`config.mk`:
```
export PLATFORM = sky130hd
export DESIGN_NAME = hostport_bridge
export DESIGN_NICKNAME = d
export VERILOG_FILES = /design/src/rtl/hostport_bridge.sv
export SDC_FILE = /design/constraint.sdc
export NUM_CORES = 1
export LEC_CHECK = 0
export ABC_AREA = 0
export BUFFER_PORTS_ARGS = -buffer_cell sky130_fd_sc_hd__buf_4
export CAP_MARGIN = 20
export CORE_MARGIN = 5
export CORE_UTILIZATION = 25
export DETAILED_ROUTE_END_ITERATION = 7
export HOLD_SLACK_MARGIN = 0.03
export PLACE_DENSITY = 0.49
export REMOVE_ABC_BUFFERS = 1
export SETUP_SLACK_MARGIN = 0.3
export SYNTH_ARGS = -nofsm -noshare
export SYNTH_HDL_FRONTEND = slang
export SYNTH_SLANG_ARGS = --single-unit
```
`constraint.sdc`:
```
create_clock -name clk -period 3.05 [get_ports clk]
set_clock_uncertainty 0.2 [all_clocks]
set_input_delay 0.305 -clock clk [delete_from_list [all_inputs] [get_ports clk]]
set_output_delay 0.305 -clock clk [all_outputs]
set_load 0.1 [all_outputs]
```
`src/rtl/hostport_bridge.sv`:
```
module hostport_bridge #(
  parameter int STB_CYC   = 3,
  parameter int TMO_CYC   = 16,
  parameter int OL_CYC    = 6,
  parameter bit OPEN_LOOP = 1'b0
) (
  input  logic clk,
  input  logic rst_n,
  input  logic hst_sel,
  input  logic hst_strobe,
  input  logic hst_write,
  output logic hst_wait,
  output logic slv_strobe,
  output logic slv_write,
  input  logic slv_rdy,
  input  logic tmo_clear,
  output logic tmo_flag
);

  localparam int MAXC = (STB_CYC > TMO_CYC) ? ((STB_CYC > OL_CYC) ? STB_CYC : OL_CYC)
                                            : ((TMO_CYC > OL_CYC) ? TMO_CYC : OL_CYC);
  localparam int CW = $clog2(MAXC + 1);
  localparam logic [CW-1:0] STB_LAST = CW'(STB_CYC - 1);
  localparam logic [CW-1:0] TMO_LAST = CW'(TMO_CYC - 1);
  localparam logic [CW-1:0] OL_LAST  = CW'(OL_CYC - 1);

  typedef enum logic [2:0] {IDLE, R_STB, R_HOLD, W_STB, W_WAIT, W_DRAIN} st_t;

  st_t st;
  logic [CW-1:0] cnt;
  logic armed, wr_q, tmo_set;

  wire pend  = hst_sel && hst_strobe && armed;
  wire start = (st == IDLE) && pend;

  assign hst_wait   = pend || (st == R_STB) || (st == W_STB) || (st == W_WAIT);
  assign slv_strobe = (st == R_STB) || (st == R_HOLD) || (st == W_STB);
  assign slv_write  = wr_q;

  always_comb begin
    tmo_set = 1'b0;
    if (st == R_STB && !slv_rdy && cnt == TMO_LAST) tmo_set = 1'b1;
    if (!OPEN_LOOP && st == W_WAIT && !slv_rdy && cnt == TMO_LAST) tmo_set = 1'b1;
  end

  always_ff @(posedge clk) begin
    if (!rst_n) begin
      st    <= IDLE;
      cnt   <= '0;
      armed <= 1'b1;
      wr_q  <= 1'b0;
    end else begin
      if (start) armed <= 1'b0;
      else if (!hst_strobe) armed <= 1'b1;
      case (st)
        IDLE:
          if (start) begin
            st   <= hst_write ? W_STB : R_STB;
            wr_q <= hst_write;
            cnt  <= '0;
          end
        R_STB:
          if (slv_rdy || cnt == TMO_LAST) st <= R_HOLD;
          else cnt <= cnt + 1'b1;
        R_HOLD:
          if (!hst_strobe || !hst_sel) st <= IDLE;
        W_STB:
          if (cnt == STB_LAST) begin
            st  <= W_WAIT;
            cnt <= '0;
          end else cnt <= cnt + 1'b1;
        W_WAIT:
          if (OPEN_LOOP) begin
            if (cnt == OL_LAST) st <= IDLE;
            else cnt <= cnt + 1'b1;
          end else if (slv_rdy) st <= IDLE;
          else if (cnt == TMO_LAST) st <= W_DRAIN;
          else cnt <= cnt + 1'b1;
        W_DRAIN:
          if (slv_rdy) st <= IDLE;
        default: st <= IDLE;
      endcase
    end
  end

  always_ff @(posedge clk) begin
    if (!rst_n) tmo_flag <= 1'b0;
    else if (tmo_set) tmo_flag <= 1'b1;
    else if (tmo_clear) tmo_flag <= 1'b0;
  end

  assert_wait_before_strobe_R1: assert property (@(posedge clk) disable iff (!rst_n)
    $rose(slv_strobe) |-> $past(hst_wait));

  assert_read_release_R2: assert property (@(posedge clk) disable iff (!rst_n)
    (slv_strobe && !slv_write && slv_rdy && hst_wait) |=> !hst_wait);

  assert_write_strobe_early_R3: assert property (@(posedge clk) disable iff (!rst_n)
    ($fell(slv_strobe) && slv_write) |-> hst_wait);

  assert_no_strobe_in_drain_R6: assert property (@(posedge clk) disable iff (!rst_n)
    (st == W_DRAIN && !slv_rdy) |=> !slv_strobe);

  assert_flag_sticky_R7: assert property (@(posedge clk) disable iff (!rst_n)
    (tmo_flag && !tmo_clear) |=> tmo_flag);

  assert_one_strobe_per_phase_R9: assert property (@(posedge clk) disable iff (!rst_n)
    (!armed && hst_strobe) |=> !$rose(slv_strobe));

endmodule

```
==> results of run 1 <==
## final timing paths
path                                          start                  end  slack (ps)  depth (start not counted)
worst min-delay path                          rst_n   armed$_SDFFE_PN1P_          70                          2
worst min register to register   armed$_SDFFE_PN1P_   armed$_SDFFE_PN1P_         270                          2
worst max register to register  cnt[0]$_SDFFE_PN0P_  cnt[3]$_SDFFE_PN0P_         790                          8
worst max-delay path            cnt[0]$_SDFFE_PN0P_  cnt[3]$_SDFFE_PN0P_         790                          8
## cells in the mapped netlist
library cell / number
dfxtp_1: 11
inv_1: 8
a21oi_1: 7
nand2_1: 6
ha_1: 4
nand3_1: 4
nor2_1: 4
buf_6: 3
o21ai_0: 3
or3_1: 3
buf_2: 2
mux2i_1: 2
nand2b_1: 2
o22ai_1: 2
o31ai_1: 2
a2111o_1: 1
a211oi_1: 1
a21oi_2: 1
a22oi_1: 1
a32oi_1: 1
and2_1: 1
and2b_1: 1
and3_1: 1
maj3_1: 1
nand4b_1: 1
nor3_1: 1
nor3_2: 1
nor4_2: 1
nor4b_1: 1
o2111ai_1: 1
o21bai_1: 1
o311ai_1: 1
o31ai_2: 1
or4_1: 1
or4_4: 1
xnor2_1: 1
## timing repair
item | CTS | global route
hold endpoints to repair | 1 | 0
setup buffers | 0 | 0
hold buffers | 1 | 0
## cell type report
class	instances	area, µm²	area share
Multi-Input combinational cell	60	420.4	0.5076
Sequential cell	11	220.2	0.2659
Timing Repair Buffer	12	92.59	0.1118
Tap cell	31	38.79	0.04683
Inverter	8	30.03	0.03625
Clock buffer	4	26.28	0.03172
## power by group through the flow
stage	sequential [mW]	combinational (mW)	clock (mW)
2_1_floorplan	0.206	0.256	0
3_3_place_gp	0.204	0.339	0
3_5_place_dp	0.204	0.340	0
4_1_cts	0.201	0.342	0.111
5_1_grt	0.206	0.374	0.120
6_report	0.202	0.340	0.103
## per-layer routing
| metal | vias up | global-route usage |
|---|---|---|
| met5 | - | 0 |
| met4 | 0 | 0.05195 |
| met3 | 5 | 0.04440 |
| met2 | 13 | 0.1206 |
| met1 | 286 | 0.1041 |
| li1 | 327 | - |
## stage by stage
step | cells | util | worst slack, ps
floorplan | 79 | - | 654.4
global placement | 121 | 0.2872 | 835.3
detailed placement | 121 | 0.2872 | 799.6
CTS | 126 | 0.3004 | 782.6
global route | 126 | 0.3004 | 646.8
finish | 126 | 0.3004 | 794.0
## cells by family after synthesis
family,count (synthesis)
flip-flops,11
XOR/XNOR,1
AND/OR/NAND/NOR,29
AO/OA/AOI/OAI,23
multiplexers,2
adder cells (fa/ha/maj),5
buffers and inverters,13
## registers in the layout, summed over array words and instances (netlist names)
name / flops
armed: 1
cnt: 5
slv_write: 1
st: 3
tmo_flag: 1
==> results.ini, run 1 <==
[status]
status=complete, no violations

[clock_tree]
clock_path_buffers=2
clkLatencyLatePin_ps=270
numCtsBuffers=3
cts_tree=done
cts-root-buf=clkbuf_4
post_cts_resized=0
clock_sinks=11
cts.htree.levels=1
clkTransAtPathRegs_ps=70

[sta]
slew_headroom=0.6804
fin_crit_ps=2256
hold_viol=0
worst-slew-pin-transition_ps=472.7
drv_slew=0
clock.fmax_ghz=0.4433
holdWs_ps=65.58
setup_viol_count_final=0
rsz0062_at_grt=false
fin_setup_tns_ps=0
min_period_over_period=0.7397

[detailed_routing]
drtIter0Drc=20
dr_wl_met3_um=111
viasPerCell=5.008
avgRoutedWirePerCell_um=12.05
wl_met2_um=647
dr.pass1.iters=3
routed_wl_um=1518
vias=631
drtAntennaViolNets=0
drc=0
top_layer_used=met4
drt-met1-wl_um=717

[critical_path]
worstSetupEndpointType=flop
startpoint_type=flop
path_common_cell=ha_1
worstPathCellList=ha_1 > and3_1 > ha_1 > o21bai_1 > a211oi_1 > buf_4 > or4_1 > a21oi_1
path_max_fanout=11
cp.required_ps=3060
critPathTopFamily=simple AND/OR/NAND/NOR gates
slowest_stage=or4_1
critical-path-max-stage-delay_ps=470
crit_arrival_ps=2260
critPathBufInv=1
path_class=reg2reg

[power]
p_leak_nw=0.3207
power.density_nw_per_um2=777.8
clkPwrFrac=0.160
comb_power_share=0.527
p_total_uw=644.2
power_frac_seq=0.313
ir_worst_vdd_v=0.0003192
p_sw_frac=0.4985
p_int_uw=323.1
p_sw_uw=321.1

[cells_and_area]
antenna_cells=0
n_fill_cell=300
design_area_um2=828.3
final_cell_mix=dfxtp_1, buf_4, inv_1
area_growth_pct=15.94
fin_nets=107
drive_above_1_share=0.2000

[logic_synthesis]
synth-seq-cells=11
avgSynthCellArea_um2=8.505
synthAdderAreaFrac=0.08406
yosys-top-cells-area=dfxtp_1, ha_1, a21oi_1, buf_6, inv_1
yosysWarnings=0
syn-cell-area_um2=714.4
ys_seq_area_frac=0.3082
synth_xor_area_frac=0.01226
postSynthCellCount=84
ys_types=36
synth_top_area_frac=0.3082
muxShareOfSynthArea=0.02802
synth_top_area_cell=dfxtp_1
synth_top_family_by_area=simple AND/OR/NAND/NOR gates
synth-compound-area-share=0.2224
yosys.area_share.simple=0.2417

[global_routing]
grt_pass1_wl_um=2732
grt-ovfl-total=0
grt_pass1_vias=615
grtUsageTotal=0.08650
antenna_found_initial=0
grt_max_degree=12

[floorplan]
rows=19
die_w_um=63.46
core_um2=2758
initial_core_util=0.2591
die_h_um=63.46
ioPinCount=11
die_area_um2=4027

[placed_design]
gp_congestion=0.7856
port_buffers=10
dp_hpwl_um=1163
placed_area_um2=792.0

[flow_run]
cap_violations=0

[min_path]
hold_class=in2reg

No activity file was read; power rests on OpenSTA's default activity.
==> run 2: changes to the inputs <==
--- a/config.mk
+++ b/config.mk
@@ -12,7 +12,7 @@
 export CORE_UTILIZATION = 25
 export DETAILED_ROUTE_END_ITERATION = 7
 export HOLD_SLACK_MARGIN = 0.03
-export PLACE_DENSITY = 0.49
+export PLACE_DENSITY = 0.5
 export REMOVE_ABC_BUFFERS = 1
 export SETUP_SLACK_MARGIN = 0.3
 export SYNTH_ARGS = -nofsm -noshare
==> constraint.sdc (replaced) <==
create_clock -name clk -period 2 [get_ports clk]
set_clock_uncertainty 0.2 [all_clocks]
set_input_delay 0.2 -clock clk [delete_from_list [all_inputs] [get_ports clk]]
set_output_delay 0.2 -clock clk [all_outputs]
set_load 0.1 [all_outputs]
==> results.ini, run 2 (synthesis results as in run 1) <==
[placed_design]
placed_area_um2=867.1
dp_slack_ps=-199.9
dp_hpwl_um=1314
gp_congestion=0.7846
port_buffers=10
post-place-cells=131

[sta]
slew_headroom=0.6942
holdWs_ps=92.37
drv_slew=0
worst-slew-pin-transition_ps=458.6
fin_setup_tns_ps=-545.8
rsz0062_at_grt=true
setup_viol_count_final=6
clock.fmax_ghz=0.4723
min_period_over_period=1.059
setup_ws_ps=-117.1
hold_viol=0
fin_crit_ps=2117

[power]
p_total_mw=1.249
ir_worst_vdd_v=0.0006958
p_leak_nw=0.4272
power.density_nw_per_um2=1122

[detailed_routing]
routed_wl_um=1834
vias=711
avgRoutedWirePerCell_um=12.83
dr.pass1.iters=4
drtAntennaViolNets=0
drc=0
viasPerCell=4.972
drtIter0Drc=15

[cells_and_area]
fin_nets=124
largestRegisters=cnt: 5 flops, st: 3 flops
largest_register_ffs=5
drive_above_1_share=0.4911
regMostFlops=cnt
design_area_um2=1114
final_cell_mix=buf_4, inv_1, a21oi_2, dfxtp_1
layout_commonest_cell=buf_4
final_cells=143
utilization=0.4038
area_growth_pct=55.87
antenna_cells=0

[clock_tree]
clock_path_buffers=2
clock_sinks=11
numCtsBuffers=3
cts_tree=done
cts.htree.levels=1
clkTransAtPathRegs_ps=70
clkLatencyLatePin_ps=270
cts-root-buf=clkbuf_4

[critical_path]
path_max_fanout=8
startpoint_type=flop
path_class=reg2reg
cp.required_ps=2000
crit_arrival_ps=2120
worstSetupEndpointType=flop

[status]
status=finished, violations left
violations=setup timing

[flow_run]
cap_violations=0

[floorplan]
die_h_um=63.46
initial_core_util=0.2591
die_area_um2=4027
rows=19
die_w_um=63.46
core_um2=2758
ioPinCount=11

[global_routing]
grt_pass1_wl_um=3070
grt-ovfl-total=0
grtUsageTotal=0.09380
grt_pass1_vias=691
antenna_found_initial=0
grt_max_degree=12

[min_path]
hold_class=in2reg

[run 2: path summary, 6_finish.rpt]
| path | from | end | slack (ps) | cells past startpoint |
|---|---|---|---|---|
| worst max-delay path | cnt[1]$_SDFFE_PN0P_ | cnt[4]$_SDFFE_PN0P_ | -120 | 9 |
| worst min register to register | armed$_SDFFE_PN1P_ | armed$_SDFFE_PN1P_ | 270 | 2 |
| worst max register to register | cnt[1]$_SDFFE_PN0P_ | cnt[4]$_SDFFE_PN0P_ | -120 | 9 |
| worst min-delay path | tmo_clear | tmo_flag$_SDFFE_PN0P_ | 90 | 4 |
[run 2: power by group]
group | leakage [nW] | switching (mW) | internal, mW
registers | 0.0921 | 0.0550 | 0.258
clock network | 0.0150 | 0.0752 | 0.0772
logic | 0.320 | 0.452 | 0.332
total | 0.427 | 0.582 | 0.667
[run 2: layout make-up]
type,count,area (µm²)
fillers,288,1644
repair buffers,29,256.5
well taps,31,38.79
flip-flops and latches,11,231.5
inverters,8,30.03
multi-input cells,60,530.5
clock buffers,4,26.28
[run 2: what timing repair did]
item	4_1_cts	5_1_grt
pin swaps	8	6
hold buffers	3	0
setup endpoints to repair	10	10
buffers inserted	2	3
gates resized for setup	22	14
hold endpoints to repair	3	0
[run 2: critical path, cell delays in order (launching register included)]
cell and delay, ps:
dfxtp_2 340, ha_4 160, and3_4 190, ha_4 170, o21bai_1 180, a211oi_2 90
buf_4 170, buf_6 110, or3_4 320, a21oi_2 130
[run 2: metal layers]
layer	up-vias	global-route usage	wire length, µm
met4	0	0.02338	10
met3	2	0.04263	123
met2	17	0.1485	914
met5	-	0	0
li1	362	-	-
met1	330	0.1148	785
